===== config.mk =====
export PLATFORM = sky130hd
export DESIGN_NAME = flash_bulk_eraser
export DESIGN_NICKNAME = d
export VERILOG_FILES = /design/src/rtl/fe_pkg.sv /design/src/rtl/fe_bus_port.sv /design/src/rtl/fe_pulse_timer.sv /design/src/rtl/fe_sequencer.sv /design/src/rtl/flash_bulk_eraser.sv
export SDC_FILE = /design/constraint.sdc
export NUM_CORES = 1
export LEC_CHECK = 0
export ABC_AREA = 1
export BUFFER_PORTS_ARGS = -buffer_cell sky130_fd_sc_hd__buf_2
export CAP_MARGIN = 20
export CORE_MARGIN = 1.5
export CORE_UTILIZATION = 50
export CTS_BUF_LIST = sky130_fd_sc_hd__clkbuf_4 sky130_fd_sc_hd__clkbuf_8 sky130_fd_sc_hd__clkbuf_16
export DETAILED_ROUTE_END_ITERATION = 10
export HOLD_SLACK_MARGIN = 0.15
export MAX_ROUTING_LAYER = met4
export PLACE_DENSITY = 0.68
export SYNTH_ARGS = -nofsm -noshare
export SYNTH_HDL_FRONTEND = slang
export SYNTH_HIERARCHICAL = 1
export SYNTH_SLANG_ARGS = --single-unit
export TNS_END_PERCENT = 1

===== constraint.sdc =====
create_clock -name clk -period 6.7 [get_ports clk]
set_input_delay 0.67 -clock clk [delete_from_list [all_inputs] [get_ports clk]]
set_output_delay 0.67 -clock clk [all_outputs]
set_load 0.005 [all_outputs]

===== src/rtl/fe_pkg.sv =====
package fe_pkg;
  typedef logic [7:0] byte_t;

  localparam byte_t CMD_PROG_SETUP   = 8'h40;
  localparam byte_t CMD_PROG_CHECK   = 8'hC0;
  localparam byte_t CMD_ERASE        = 8'h20;
  localparam byte_t CMD_ERASE_CHECK  = 8'hA0;
  localparam byte_t CMD_READ_ARRAY   = 8'h00;
  localparam byte_t VAL_CHARGED      = 8'h00;
  localparam byte_t VAL_BLANK        = 8'hFF;

  typedef enum logic [3:0] {
    PH_IDLE,
    PH_PG_SETUP,
    PH_PG_DATA,
    PH_PG_PULSE,
    PH_PG_CHECK,
    PH_PG_READ,
    PH_ER_CMD_A,
    PH_ER_CMD_B,
    PH_ER_PULSE,
    PH_EV_CHECK,
    PH_EV_READ,
    PH_FINISH,
    PH_DONE,
    PH_FAIL
  } phase_t;
endpackage


===== src/rtl/fe_bus_port.sv =====
module fe_bus_port
  import fe_pkg::*;
#(
  parameter int ADDR_W = 17
) (
  input  logic              clk,
  input  logic              rst_n,
  input  logic              req,
  input  logic              req_write,
  input  logic [ADDR_W-1:0] req_addr,
  input  byte_t             req_wdata,
  output logic              op_done,
  output byte_t             op_rdata,
  output logic              bus_valid,
  input  logic              bus_ready,
  output logic              bus_write,
  output logic [ADDR_W-1:0] bus_addr,
  output byte_t             bus_wdata,
  input  logic              rd_valid,
  input  byte_t             rd_data
);
  logic wait_rd;

  always_ff @(posedge clk or negedge rst_n) begin
    if (!rst_n) begin
      bus_valid <= 1'b0;
      bus_write <= 1'b0;
      bus_addr  <= '0;
      bus_wdata <= '0;
      wait_rd   <= 1'b0;
      op_done   <= 1'b0;
      op_rdata  <= '0;
    end else begin
      op_done <= 1'b0;
      if (bus_valid) begin
        if (bus_ready) begin
          bus_valid <= 1'b0;
          if (bus_write) op_done <= 1'b1;
          else           wait_rd <= 1'b1;
        end
      end else if (wait_rd) begin
        if (rd_valid) begin
          wait_rd  <= 1'b0;
          op_rdata <= rd_data;
          op_done  <= 1'b1;
        end
      end else if (req && !op_done) begin
        bus_valid <= 1'b1;
        bus_write <= req_write;
        bus_addr  <= req_addr;
        bus_wdata <= req_wdata;
      end
    end
  end

  // offered request is frozen until accepted
  a_r2_hold_request: assert property (@(posedge clk) disable iff (!rst_n)
    bus_valid && !bus_ready |=> bus_valid && $stable(bus_addr) && $stable(bus_wdata) && $stable(bus_write));

  // nothing offered while a read answer is pending
  a_r2_single_read: assert property (@(posedge clk) disable iff (!rst_n)
    wait_rd |-> !bus_valid);
endmodule


===== src/rtl/fe_pulse_timer.sv =====
module fe_pulse_timer #(
  parameter int TW = 21
) (
  input  logic          clk,
  input  logic          rst_n,
  input  logic          start,
  input  logic [TW-1:0] len,
  output logic          expired
);
  logic [TW-1:0] cnt;

  always_ff @(posedge clk or negedge rst_n) begin
    if (!rst_n)             cnt <= '0;
    else if (start)         cnt <= len;
    else if (cnt != '0)     cnt <= cnt - 1'b1;
  end

  assign expired = (cnt == TW'(1));

  // a pulse is never cut short by a new start
  a_r5_no_restart: assert property (@(posedge clk) disable iff (!rst_n)
    cnt != '0 |-> !start);
endmodule


===== src/rtl/fe_sequencer.sv =====
module fe_sequencer
  import fe_pkg::*;
#(
  parameter int DEPTH           = 131072,
  parameter int ADDR_W          = 17,
  parameter int PROG_PULSE_CYC  = 2000,
  parameter int ERASE_PULSE_CYC = 2000000,
  parameter int PROG_TRIES      = 25,
  parameter int ERASE_MAX       = 1000,
  parameter int TW              = 21
) (
  input  logic              clk,
  input  logic              rst_n,
  input  logic              start,
  input  logic              op_done,
  input  byte_t             op_rdata,
  output logic              req,
  output logic              req_write,
  output logic [ADDR_W-1:0] req_addr,
  output byte_t             req_wdata,
  output logic              tmr_start,
  output logic [TW-1:0]     tmr_len,
  input  logic              tmr_expired,
  output logic              busy,
  output logic              done,
  output logic              fail
);
  localparam int TRY_W   = $clog2(PROG_TRIES + 1);
  localparam int PULSE_W = $clog2(ERASE_MAX + 1);
  localparam logic [ADDR_W-1:0] LAST_ADDR = ADDR_W'(DEPTH - 1);

  phase_t               phase;
  logic [ADDR_W-1:0]    addr;
  logic [TRY_W-1:0]     tries;
  logic [PULSE_W-1:0]   pulses;

  function automatic logic erase_side(phase_t p);
    return p inside {PH_ER_CMD_A, PH_ER_CMD_B, PH_ER_PULSE, PH_EV_CHECK, PH_EV_READ};
  endfunction

  always_ff @(posedge clk or negedge rst_n) begin
    if (!rst_n) begin
      phase  <= PH_IDLE;
      addr   <= '0;
      tries  <= '0;
      pulses <= '0;
    end else begin
      unique case (phase)
        PH_IDLE, PH_DONE, PH_FAIL: if (start) begin
          phase  <= PH_PG_SETUP;
          addr   <= '0;
          tries  <= '0;
          pulses <= '0;
        end
        PH_PG_SETUP: if (op_done) phase <= PH_PG_DATA;
        PH_PG_DATA:  if (op_done) phase <= PH_PG_PULSE;
        PH_PG_PULSE: if (tmr_expired) phase <= PH_PG_CHECK;
        PH_PG_CHECK: if (op_done) phase <= PH_PG_READ;
        PH_PG_READ: if (op_done) begin
          if (op_rdata == VAL_CHARGED) begin
            tries <= '0;
            if (addr == LAST_ADDR) begin
              addr  <= '0;
              phase <= PH_ER_CMD_A;
            end else begin
              addr  <= addr + 1'b1;
              phase <= PH_PG_SETUP;
            end
          end else if (tries + 1'b1 == TRY_W'(PROG_TRIES)) begin
            phase <= PH_FAIL;
          end else begin
            tries <= tries + 1'b1;
            phase <= PH_PG_SETUP;
          end
        end
        PH_ER_CMD_A: if (op_done) phase <= PH_ER_CMD_B;
        PH_ER_CMD_B: if (op_done) begin
          pulses <= pulses + 1'b1;
          phase  <= PH_ER_PULSE;
        end
        PH_ER_PULSE: if (tmr_expired) phase <= PH_EV_CHECK;
        PH_EV_CHECK: if (op_done) phase <= PH_EV_READ;
        PH_EV_READ: if (op_done) begin
          if (op_rdata == VAL_BLANK) begin
            if (addr == LAST_ADDR) phase <= PH_FINISH;
            else begin
              addr  <= addr + 1'b1;
              phase <= PH_EV_CHECK;
            end
          end else if (pulses == PULSE_W'(ERASE_MAX)) begin
            phase <= PH_FAIL;
          end else begin
            phase <= PH_ER_CMD_A;
          end
        end
        PH_FINISH: if (op_done) phase <= PH_DONE;
        default: phase <= PH_IDLE;
      endcase
    end
  end

  always_comb begin
    req       = 1'b1;
    req_write = 1'b1;
    req_addr  = addr;
    req_wdata = CMD_READ_ARRAY;
    unique case (phase)
      PH_PG_SETUP: req_wdata = CMD_PROG_SETUP;
      PH_PG_DATA:  req_wdata = VAL_CHARGED;
      PH_PG_CHECK: req_wdata = CMD_PROG_CHECK;
      PH_PG_READ:  req_write = 1'b0;
      PH_ER_CMD_A, PH_ER_CMD_B: begin
        req_wdata = CMD_ERASE;
        req_addr  = '0;
      end
      PH_EV_CHECK: req_wdata = CMD_ERASE_CHECK;
      PH_EV_READ:  req_write = 1'b0;
      PH_FINISH:   req_addr  = '0;
      default:     req       = 1'b0;
    endcase
  end

  assign tmr_start = op_done && (phase == PH_PG_DATA || phase == PH_ER_CMD_B);
  assign tmr_len   = (phase == PH_ER_CMD_B) ? TW'(ERASE_PULSE_CYC) : TW'(PROG_PULSE_CYC);

  assign busy = !(phase inside {PH_IDLE, PH_DONE, PH_FAIL});
  assign done = (phase == PH_DONE);
  assign fail = (phase == PH_FAIL);

  // pulse count never passes the limit
  a_r9_pulse_cap: assert property (@(posedge clk) disable iff (!rst_n)
    pulses <= PULSE_W'(ERASE_MAX));

  // within the erase loop the scan pointer never moves backward
  a_r7_scan_forward: assert property (@(posedge clk) disable iff (!rst_n)
    erase_side(phase) && erase_side($past(phase)) |-> addr >= $past(addr));

  // done holds until a new start
  a_r8_done_hold: assert property (@(posedge clk) disable iff (!rst_n)
    done && !start |=> done);

  // outcomes exclusive
  a_r11_exclusive: assert property (@(posedge clk) disable iff (!rst_n)
    !(done && fail));

  // start while busy does not re-enter the first phase
  a_r10_start_ignored: assert property (@(posedge clk) disable iff (!rst_n)
    busy && phase != PH_PG_READ |=> !(phase == PH_PG_SETUP && addr == '0 && $past(phase) != PH_PG_SETUP));
endmodule


===== src/rtl/flash_bulk_eraser.sv =====
module flash_bulk_eraser
  import fe_pkg::*;
#(
  parameter int DEPTH           = 131072,
  parameter int PROG_PULSE_CYC  = 2000,
  parameter int ERASE_PULSE_CYC = 2000000,
  parameter int PROG_TRIES      = 25,
  parameter int ERASE_MAX       = 1000,
  localparam int ADDR_W         = $clog2(DEPTH)
) (
  input  logic              clk,
  input  logic              rst_n,
  input  logic              start,
  output logic              bus_valid,
  input  logic              bus_ready,
  output logic              bus_write,
  output logic [ADDR_W-1:0] bus_addr,
  output logic [7:0]        bus_wdata,
  input  logic              rd_valid,
  input  logic [7:0]        rd_data,
  output logic              busy,
  output logic              done,
  output logic              fail
);
  localparam int TMAX = (ERASE_PULSE_CYC > PROG_PULSE_CYC) ? ERASE_PULSE_CYC : PROG_PULSE_CYC;
  localparam int TW   = $clog2(TMAX + 1);

  logic              req, req_write, op_done, tmr_start, tmr_expired;
  logic [ADDR_W-1:0] req_addr;
  byte_t             req_wdata, op_rdata;
  logic [TW-1:0]     tmr_len;

  fe_sequencer #(
    .DEPTH(DEPTH), .ADDR_W(ADDR_W), .PROG_PULSE_CYC(PROG_PULSE_CYC),
    .ERASE_PULSE_CYC(ERASE_PULSE_CYC), .PROG_TRIES(PROG_TRIES),
    .ERASE_MAX(ERASE_MAX), .TW(TW)
  ) u_seq (
    .clk(clk), .rst_n(rst_n), .start(start),
    .op_done(op_done), .op_rdata(op_rdata),
    .req(req), .req_write(req_write), .req_addr(req_addr), .req_wdata(req_wdata),
    .tmr_start(tmr_start), .tmr_len(tmr_len), .tmr_expired(tmr_expired),
    .busy(busy), .done(done), .fail(fail)
  );

  fe_pulse_timer #(.TW(TW)) u_tmr (
    .clk(clk), .rst_n(rst_n), .start(tmr_start), .len(tmr_len), .expired(tmr_expired)
  );

  fe_bus_port #(.ADDR_W(ADDR_W)) u_port (
    .clk(clk), .rst_n(rst_n),
    .req(req), .req_write(req_write), .req_addr(req_addr), .req_wdata(req_wdata),
    .op_done(op_done), .op_rdata(op_rdata),
    .bus_valid(bus_valid), .bus_ready(bus_ready), .bus_write(bus_write),
    .bus_addr(bus_addr), .bus_wdata(bus_wdata),
    .rd_valid(rd_valid), .rd_data(rd_data)
  );
endmodule


==> results.txt, run 1 <==
- The share of the Yosys chip area taken by registers is roughly two fifths.
* Wire length of the first global-routing pass: 23370 µm
- Average cell area after synthesis: 6.865 µm²
- Leaving out fill and tap cells, the most frequent cells in the layout are sky130_fd_sc_hd__nand2_1, sky130_fd_sc_hd__nor2_1, sky130_fd_sc_hd__dfrtp_1.
- Detailed router's first-iteration violation count: 512
* Total negative setup slack: 0 ns
* Outcome: complete, no violations
* Gpl congestion: 0.9498
- STA puts the critical path data arrival time at around 3.4 ns.
* Crit path time final: 3.066 ns
- The largest individual stage delay along the critical path comes from the cell sky130_fd_sc_hd__a21oi_1.
- P&R area growth vs syn: 7.482%
- Clock transition at the registers of the reported paths: 0.07 ns
- Post-Route WL: 13510 µm
- Across the routed clock network, the largest skew measured is 0.009343 ns.
- Pin count of the biggest net entering global routing: between 50 and 60
- Core region area: approximately 0.012 mm²
- The first detailed-routing pass ran for 5 iterations.
- Leading register cell type out of synthesis: sky130_fd_sc_hd__dfrtp_1
- Number of buffers created by CTS: 9
- Type of origin of the critical path: flop
- The worst setup path is captured at a flop.
- GRT met1 Usage: roughly a third
* Maximum frequency from static timing analysis: 0.3262 GHz
* Antenna-violating nets left: 0
- The netlist uses 36 different library cells.
- Source of the critical timing path: u_seq/phase[3]
- After detailed routing, the number of vias per cell comes to 5.138.
- The die covers 0.01295 mm².
* Initial Utilization: 51.09%
* Clk sinks: 94
- Across the run, the number of max-cap violations was 0.
* TritonCTS clock tree: done
- Required time at the endpoint of the critical path: 6.99 ns
- The H-tree was split into 3 levels.
- VDD IR-drop max: 0.0001880 V
- Measured in cells, the most critical reg-to-reg path has a length of 13.
- # setup viols final: 0
- The largest single stage delay on the critical path is approximately 0.52 ns.
- After detailed routing, the number of remaining DRC violations is 0.
- The cell count after synthesis came out at 894.
- Routing layer with the top usage in global route: met2
- Clock tree root driver cell: sky130_fd_sc_hd__clkbuf_16
* Width of the die: 113.8 µm
- Dividing the final minimum period by the clock period gives a little under half.
* Worst reg2reg path startpoint: u_seq/phase[3]
- Async set or reset register ratio after synthesis: 100.0%
- Setup repair after global routing missed its margin: no
* Number of post-CTS setup repair buffers: 0
- Once detailed placement completed, the half-perimeter wirelength came to 9812 µm.
- Met2 track utilization from global routing: 34.58%
- Measured against its own limit, the worst slew margin works out to 53.03%.
* Hold violation count in the final report: 0
- The worst register-to-register path ends at u_tmr/cnt[19].
* Share of layout cells above drive strength 1: 12.86%
- Total Power Consumption: 2467 µW
- Detailed routing inserted a total of between 5000 and 6000 vias.
- Of all nets on the critical path, the largest fanout is 36.
* Antenna violations before repair: 0
* Final Slew Violations: 0
- For this design the ratio of total power to cell area is around 370 mW/mm².
* Post-Synthesis Cell Area: 0.006137 mm²
- Total global routing track utilization: a little under a quarter
- Number of nets in the final layout: 942
- Standard-cell rows: 40
- The filler cells instantiated in the layout total 1185.
- Dividing the detail-routed wire length by the instance count gives 12.60 µm.
- From bottom edge to top edge, the die measures 113.8 µm.
* Insertion delay of the later-clocked pin in the worst-skew pair: ~0.35 ns
* Antenna diode count: 0
* Number of global-route vias before repair: 4998
- Following the worst setup path forward leads to its endpoint at u_tmr/cnt[19].
- Flip-flop and latch count after synthesis: 94
- For met3 alone, demand over resource in global routing was 3.135%.
- The count of buffers added on input and output ports is 42.
- Counting along the longest clock path gives a buffer depth of 2.
* Number of warnings printed during yosys synthesis: 6
* Leakage power: 0.003374 µW
- Actual transition at the worst max-transition pin: 0.7046 ns
- Once the clock tree was built, the resizer swapped 0 gates to a different size.
- Cell breakdown of the critical path: inv_2, nand2_2, nor2_2, inv_1, a21oi_1, inv_2, nand3_1, nor2_2, nand3_4, o21ai_0, inv_2, nand2_1, inv_1
- The number of hold buffers added after CTS was 0.
* Worst R2R Setup Slack: 3.63 ns
* Setup Crit Path Kind: reg2reg
- Number of top-level pins: 43
- The library cell used most frequently in the layout, excluding fill and tap cells, is sky130_fd_sc_hd__nand2_1.
- Total gr overflow: 0
- Kind of path behind the tightest hold check: in2async
* EDFF count, synth: 0
- Critical path's most frequent cell: sky130_fd_sc_hd__inv_2
[worst max-delay path: cells and delay by family (launching register included)]
family | cells | cell delay, ns
AND/OR/NAND/NOR | 6 | 0.97
buffers and inverters | 5 | 0.86
AO/OA/AOI/OAI | 2 | 0.69
flip-flops | 1 | 0.46
[logic make-up (layout without fill, tap and decap cells)]
group / Yosys count / in the layout / share of synthesized area, %
compound gates: 75 / 75 / 6.565
simple gates: 567 / 567 / 40.65
flops: 94 / 94 / 38.33
buf+inv: 134 / 150 / 10.64
fa+ha+maj: 9 / 9 / 1.835
xor+xnor: 13 / 13 / 1.855
other cells: 2 / 17 / 0.1224
[sequential cells by signal, indices dropped and copies added, names as in the netlist]
name,flops
u_seq/phase,4
u_port/wait_rd,1
u_seq/tries,5
u_tmr/cnt,21
u_port/op_done,1
u_seq/pulses,10
u_port/bus_write,1
u_seq/addr,17
u_port/bus_wdata,8
u_port/bus_addr,17
u_port/bus_valid,1
u_port/op_rdata,8
[per-layer routing]
layer,vias up,wire [µm]
met3,10,604
met1,2544,6868
met4,0,174
met2,118,5862
met5,-,0
li1,2836,-
[metrics by stage]
stage	worst slack [ns]	hold slack [ns]	utilization (%)	std cells	instance area, µm²
CTS	3.654	0.2912	54.92	1072	6596
detailed placement	3.687	0.4533	52.36	1056	6290
floorplan	4.513	0.3744	-	909	6193
global placement	3.838	0.4482	52.36	1056	6290
global route	3.299	0.3176	54.92	1072	6596
finish	3.634	0.2697	54.92	1072	6596
[cell usage after synthesis, types with 4 or more instances]
cell type,number,area [µm²]
sky130_fd_sc_hd__a21oi_1,14,70.07
sky130_fd_sc_hd__buf_2,6,30.03
sky130_fd_sc_hd__buf_4,28,210.2
sky130_fd_sc_hd__buf_6,5,56.30
sky130_fd_sc_hd__clkbuf_1,4,15.01
sky130_fd_sc_hd__dfrtp_1,94,2352
sky130_fd_sc_hd__ha_1,9,112.6
sky130_fd_sc_hd__inv_1,71,266.5
sky130_fd_sc_hd__inv_2,17,63.81
sky130_fd_sc_hd__nand2_1,286,1074
sky130_fd_sc_hd__nand2_2,9,56.30
sky130_fd_sc_hd__nand3_1,91,455.4
sky130_fd_sc_hd__nand3b_1,5,37.54
sky130_fd_sc_hd__nand4_1,16,100.1
sky130_fd_sc_hd__nor2_1,121,454.2
sky130_fd_sc_hd__nor2_2,11,68.82
sky130_fd_sc_hd__nor2_4,8,90.09
sky130_fd_sc_hd__nor3_1,7,35.03
sky130_fd_sc_hd__o21ai_0,40,200.2
sky130_fd_sc_hd__o21ai_1,12,60.06
sky130_fd_sc_hd__or2_2,7,43.79
sky130_fd_sc_hd__xnor2_1,5,43.79
sky130_fd_sc_hd__xor2_1,8,70.07
[how the worst min path moves through the flow]
stage | cells past startpoint | slack (ns) | to
6_report | 1 | 0.27 | u_tmr/cnt[11]
5_1_grt | 1 | 0.32 | u_tmr/cnt[11]
4_1_cts | 1 | 0.29 | u_tmr/cnt[11]
3_5_place_dp | 2 | 0.45 | u_port/bus_wdata[1]
3_3_place_gp | 2 | 0.45 | u_port/bus_wdata[1]
2_1_floorplan | 0 | 0.37 | u_port/bus_addr[0]
[where the power goes]
part	leakage [µW]	internal, µW	switching [µW]	total (µW)
Combinational	0.00199	318	739	1060
Clock	0.000152	300	239	539
Sequential	0.00123	714	159	872
Total	0.00337	1330	1140	2470
[cell type report]
type | count | area (µm²) | area share, %
clock buffer | 10 | 232.7 | 3.528
clock inverter | 6 | 73.82 | 1.119
inverter | 90 | 337.8 | 5.121
multi-input combinational | 681 | 3188 | 48.33
sequential | 94 | 2352 | 35.66
tap | 147 | 183.9 | 2.788
timing repair buffer | 44 | 227.7 | 3.452
Note: power is estimated with default switching activity, not from simulation.
==> run 2, diff against run 1 <==
--- a/config.mk
+++ b/config.mk
@@ -14,7 +14,7 @@
 export DETAILED_ROUTE_END_ITERATION = 10
 export HOLD_SLACK_MARGIN = 0.15
 export MAX_ROUTING_LAYER = met4
-export PLACE_DENSITY = 0.68
+export PLACE_DENSITY = 0.71
 export SYNTH_ARGS = -nofsm -noshare
 export SYNTH_HDL_FRONTEND = slang
 export SYNTH_HIERARCHICAL = 1
==> constraint.sdc (replaced) <==
create_clock -name clk -period 2.8 [get_ports clk]
set_input_delay 0.28 -clock clk [delete_from_list [all_inputs] [get_ports clk]]
set_output_delay 0.28 -clock clk [all_outputs]
set_load 0.005 [all_outputs]
==> run 2 against run 1 <==
Wire length fell by 0.37%. Critical endpoint is now u_seq/addr[16]. Maximum frequency increased by 33%. Critical path type unchanged. Sequential share of layout area fell by 0.41 points.
==> results.txt, run 2 (synthesis gave the netlist of run 1 again) <==
* Maximum frequency from static timing analysis: 0.4353 GHz (was 0.3262 GHz)
- The top fanout value on the critical path came to 19 (was 36).
- The final-layout fill cell count was 1164 (was 1185).
* # setup viols final: 0 (unchanged)
- Drt wl/cell: 12.44 µm (was 12.60 µm)
- Insertion delay of the later-clocked pin in the worst-skew pair: 0.35 ns (about the same)
- The number of nets in the layout was 952 (was 942).
- The number of buffers inserted by port buffering was 42 (unchanged).
- The die area came to 0.01295 mm² (unchanged).
* Register containing the most flip-flops in the final layout: u_tmr/cnt (unchanged)
* Fin cells: 1082 (was 1072)
- The global-route usage over all layers was 23.00% (was 23.28%).
- Setup repair after global routing missed its margin: no (unchanged).
* Core region area: 0.01201 mm² (unchanged)
* Gpl congestion: 0.9691 (was 0.9498)
- Number of buffers created by CTS: 9 (unchanged)
- The summed area of non-filler cells in the final layout is 0.006674 mm² (was 0.006596 mm²).
- The final-report hold violation count came to 0 (unchanged).
* TritonCTS clock tree: done (unchanged)
- Highest-count cells in the layout ignoring fill and taps: sky130_fd_sc_hd__nand2_1, sky130_fd_sc_hd__nor2_1, sky130_fd_sc_hd__dfrtp_1 (unchanged).
- The aggregate global routing overflow came to 0 (unchanged).
- Wire length of the first global-routing pass: 23380 µm (was 23370 µm)
- The critical path class is reg2reg (unchanged).
* Residual DRC count: 0 (unchanged)
* Slew HR: 59.35% (was 53.03%)
* Registers with the most flip-flops: u_tmr/cnt (21), u_port/bus_addr (17), u_seq/addr (17) (unchanged)
- The setup TNS is 0 ns (unchanged).
- Detailed router's first-iteration violation count: 473 (was 512)
- Fin Clk Skew: 0.01342 ns (was 0.009343 ns)
- Antenna-violating nets left: 0 (unchanged)
- Type of origin of the critical path: flop (unchanged)
- Post-CTS resize count: 0 (unchanged)
- The clock transition time at the flip-flop clock pins of the worst setup and hold paths came to 0.07 ns (about the same).
- Most common cell after layout, fill and taps aside: sky130_fd_sc_hd__nand2_1 (unchanged)
* Share of the clock period used by the worst path after layout: 82.05% (was 45.76%)
- The type of the worst min-delay path was in2reg (was in2async).
- The setup slack on the worst flop-to-flop path is 0.50 ns (was 3.63 ns).
* Count of hold-fix buffers inserted at cts: 1 (was 0)
* H-tree levels: 3 (unchanged)
* Critical path capture point type: flop (unchanged)
- The total power divided by cell area was 878.8 mW/mm² (was 374.1 mW/mm²).
- The worst hold margin is 0.1670 ns (was 0.2697 ns).
- Standard-cell rows: 40 (unchanged)
- Detailed Place HPWL: 9668 µm (was 9812 µm)
- Actual transition at the worst max-transition pin: 0.6056 ns (was 0.7046 ns)
* Placed cells: 1064 (was 1056)
* Flip-flop count of the largest register, all copies and words added: 21 (unchanged)
- The die boundary width came to 113.8 µm (unchanged).
- The via count of the first global-routing pass came to 4928 (was 4998).
- The chip height was 113.8 µm (unchanged).
- The routed via count divided by cell count came to 5.055 (was 5.138).
- The worst-case vdd ir drop is 0.0003872 V (was 0.0001880 V).
- The max-cap violation count is 0 (unchanged).
* Initial Utilization: 51.09% (unchanged)
- The number of iterations in the first detailed-routing pass was 6 (was 5).
- Number of post-CTS setup repair buffers: 0 (unchanged)
* Final Slew Violations: 0 (unchanged)
- The placement-stage cell area was 0.006362 mm² (was 0.006290 mm²).
- The leakage power is 0.003415 µW (was 0.003374 µW).
- The pre-CTS setup slack came to 0.5167 ns (was 3.687 ns).
- Outcome: complete, no violations (unchanged).
* Clk sinks: 94 (unchanged)
- The top-level I/O count was 43 (unchanged).
- The clock root buffer is sky130_fd_sc_hd__clkbuf_16 (unchanged).
* P&R area growth vs syn: 8.746% (was 7.482%)
- The via count came to 5469 (was 5508).
- Antenna violations before repair: 0 (unchanged)
- Longest Clk Path Bufs: 2 (unchanged)
- The post-route minimum period was 2.297 ns (was 3.066 ns).
- Post-Route WL: 13460 µm (was 13510 µm)
* Final critical-path setup slack: 0.5027 ns (was 3.634 ns)
- The data arrival time of the worst path was 2.52 ns (was 3.35 ns).
- Antenna diode count: 0 (unchanged)
- The largest net degree at the start of global routing came to 55 (was 57).
- The worst endpoint required time is 3.02 ns (was 6.99 ns).
- Share of layout cells above drive strength 1: 13.69% (was 12.86%)
-- run 2: path summary, 6_finish.rpt --
kind | startpoint | to | cells past startpoint
max | u_seq/addr[1] | u_seq/addr[16] | 13
min | rd_data[1] | u_port/op_rdata[1] | 3
max reg2reg | u_seq/addr[1] | u_seq/addr[16] | 13
min reg2reg | u_port/bus_addr[15] | u_port/bus_addr[15] | 2
max in group asynchronous | rst_n | u_seq/addr[10] | 3
min in group asynchronous | rst_n | u_tmr/cnt[10] | 2
-- run 2: layer usage --
layer  GRT usage [%]  up-vias  part of all wire, %
met3           3.613       13                  4.8
li1                -     2865                    -
met4           6.667        0                  1.2
met2           33.25      114                   43
met5               -        -                    0
met1           33.46     2477                   51
-- run 2: through the flow --
| stage | utilization (%) | total power [µW] |
|---|---|---|
| final | 55.56 | 5865 |
| after CTS | 55.50 | 5896 |
| after global placement | 52.97 | 4616 |
| after global routing | 55.56 | 6403 |
| after detailed placement | 52.97 | 4652 |
| after floorplan | - | 4116 |
-- run 2: layout make-up --
type | instances | area (µm²) | share of cell area, %
timing repair buffer | 54 | 317.8 | 4.762
tap | 147 | 183.9 | 2.756
multi-input combinational | 681 | 3188 | 47.77
sequential | 94 | 2352 | 35.25
inverter | 90 | 337.8 | 5.062
clock inverter | 7 | 68.82 | 1.031
clock buffer | 9 | 225.2 | 3.375
-- run 2: critical path, stage by stage, from the launching register on --
cell and delay, ns:
sky130_fd_sc_hd__dfrtp_1 0.42, sky130_fd_sc_hd__ha_1 0.20, sky130_fd_sc_hd__nand2_1 0.09, sky130_fd_sc_hd__nor2_1 0.16, sky130_fd_sc_hd__nand4_1 0.09, sky130_fd_sc_hd__nor3_1 0.19
sky130_fd_sc_hd__ha_1 0.23, sky130_fd_sc_hd__inv_1 0.06, sky130_fd_sc_hd__nor2_1 0.14, sky130_fd_sc_hd__inv_1 0.06, sky130_fd_sc_hd__nand2_1 0.07, sky130_fd_sc_hd__nor2_2 0.04
sky130_fd_sc_hd__nand2_2 0.27, sky130_fd_sc_hd__o21ai_0 0.14
-- run 2: power breakdown --
group          internal [µW]  total [µW]  switching [µW]
Combinational            806        2560            1750
Sequential              1710        2090             378
Clock                    631        1220             589
Total                   3140        5870            2720
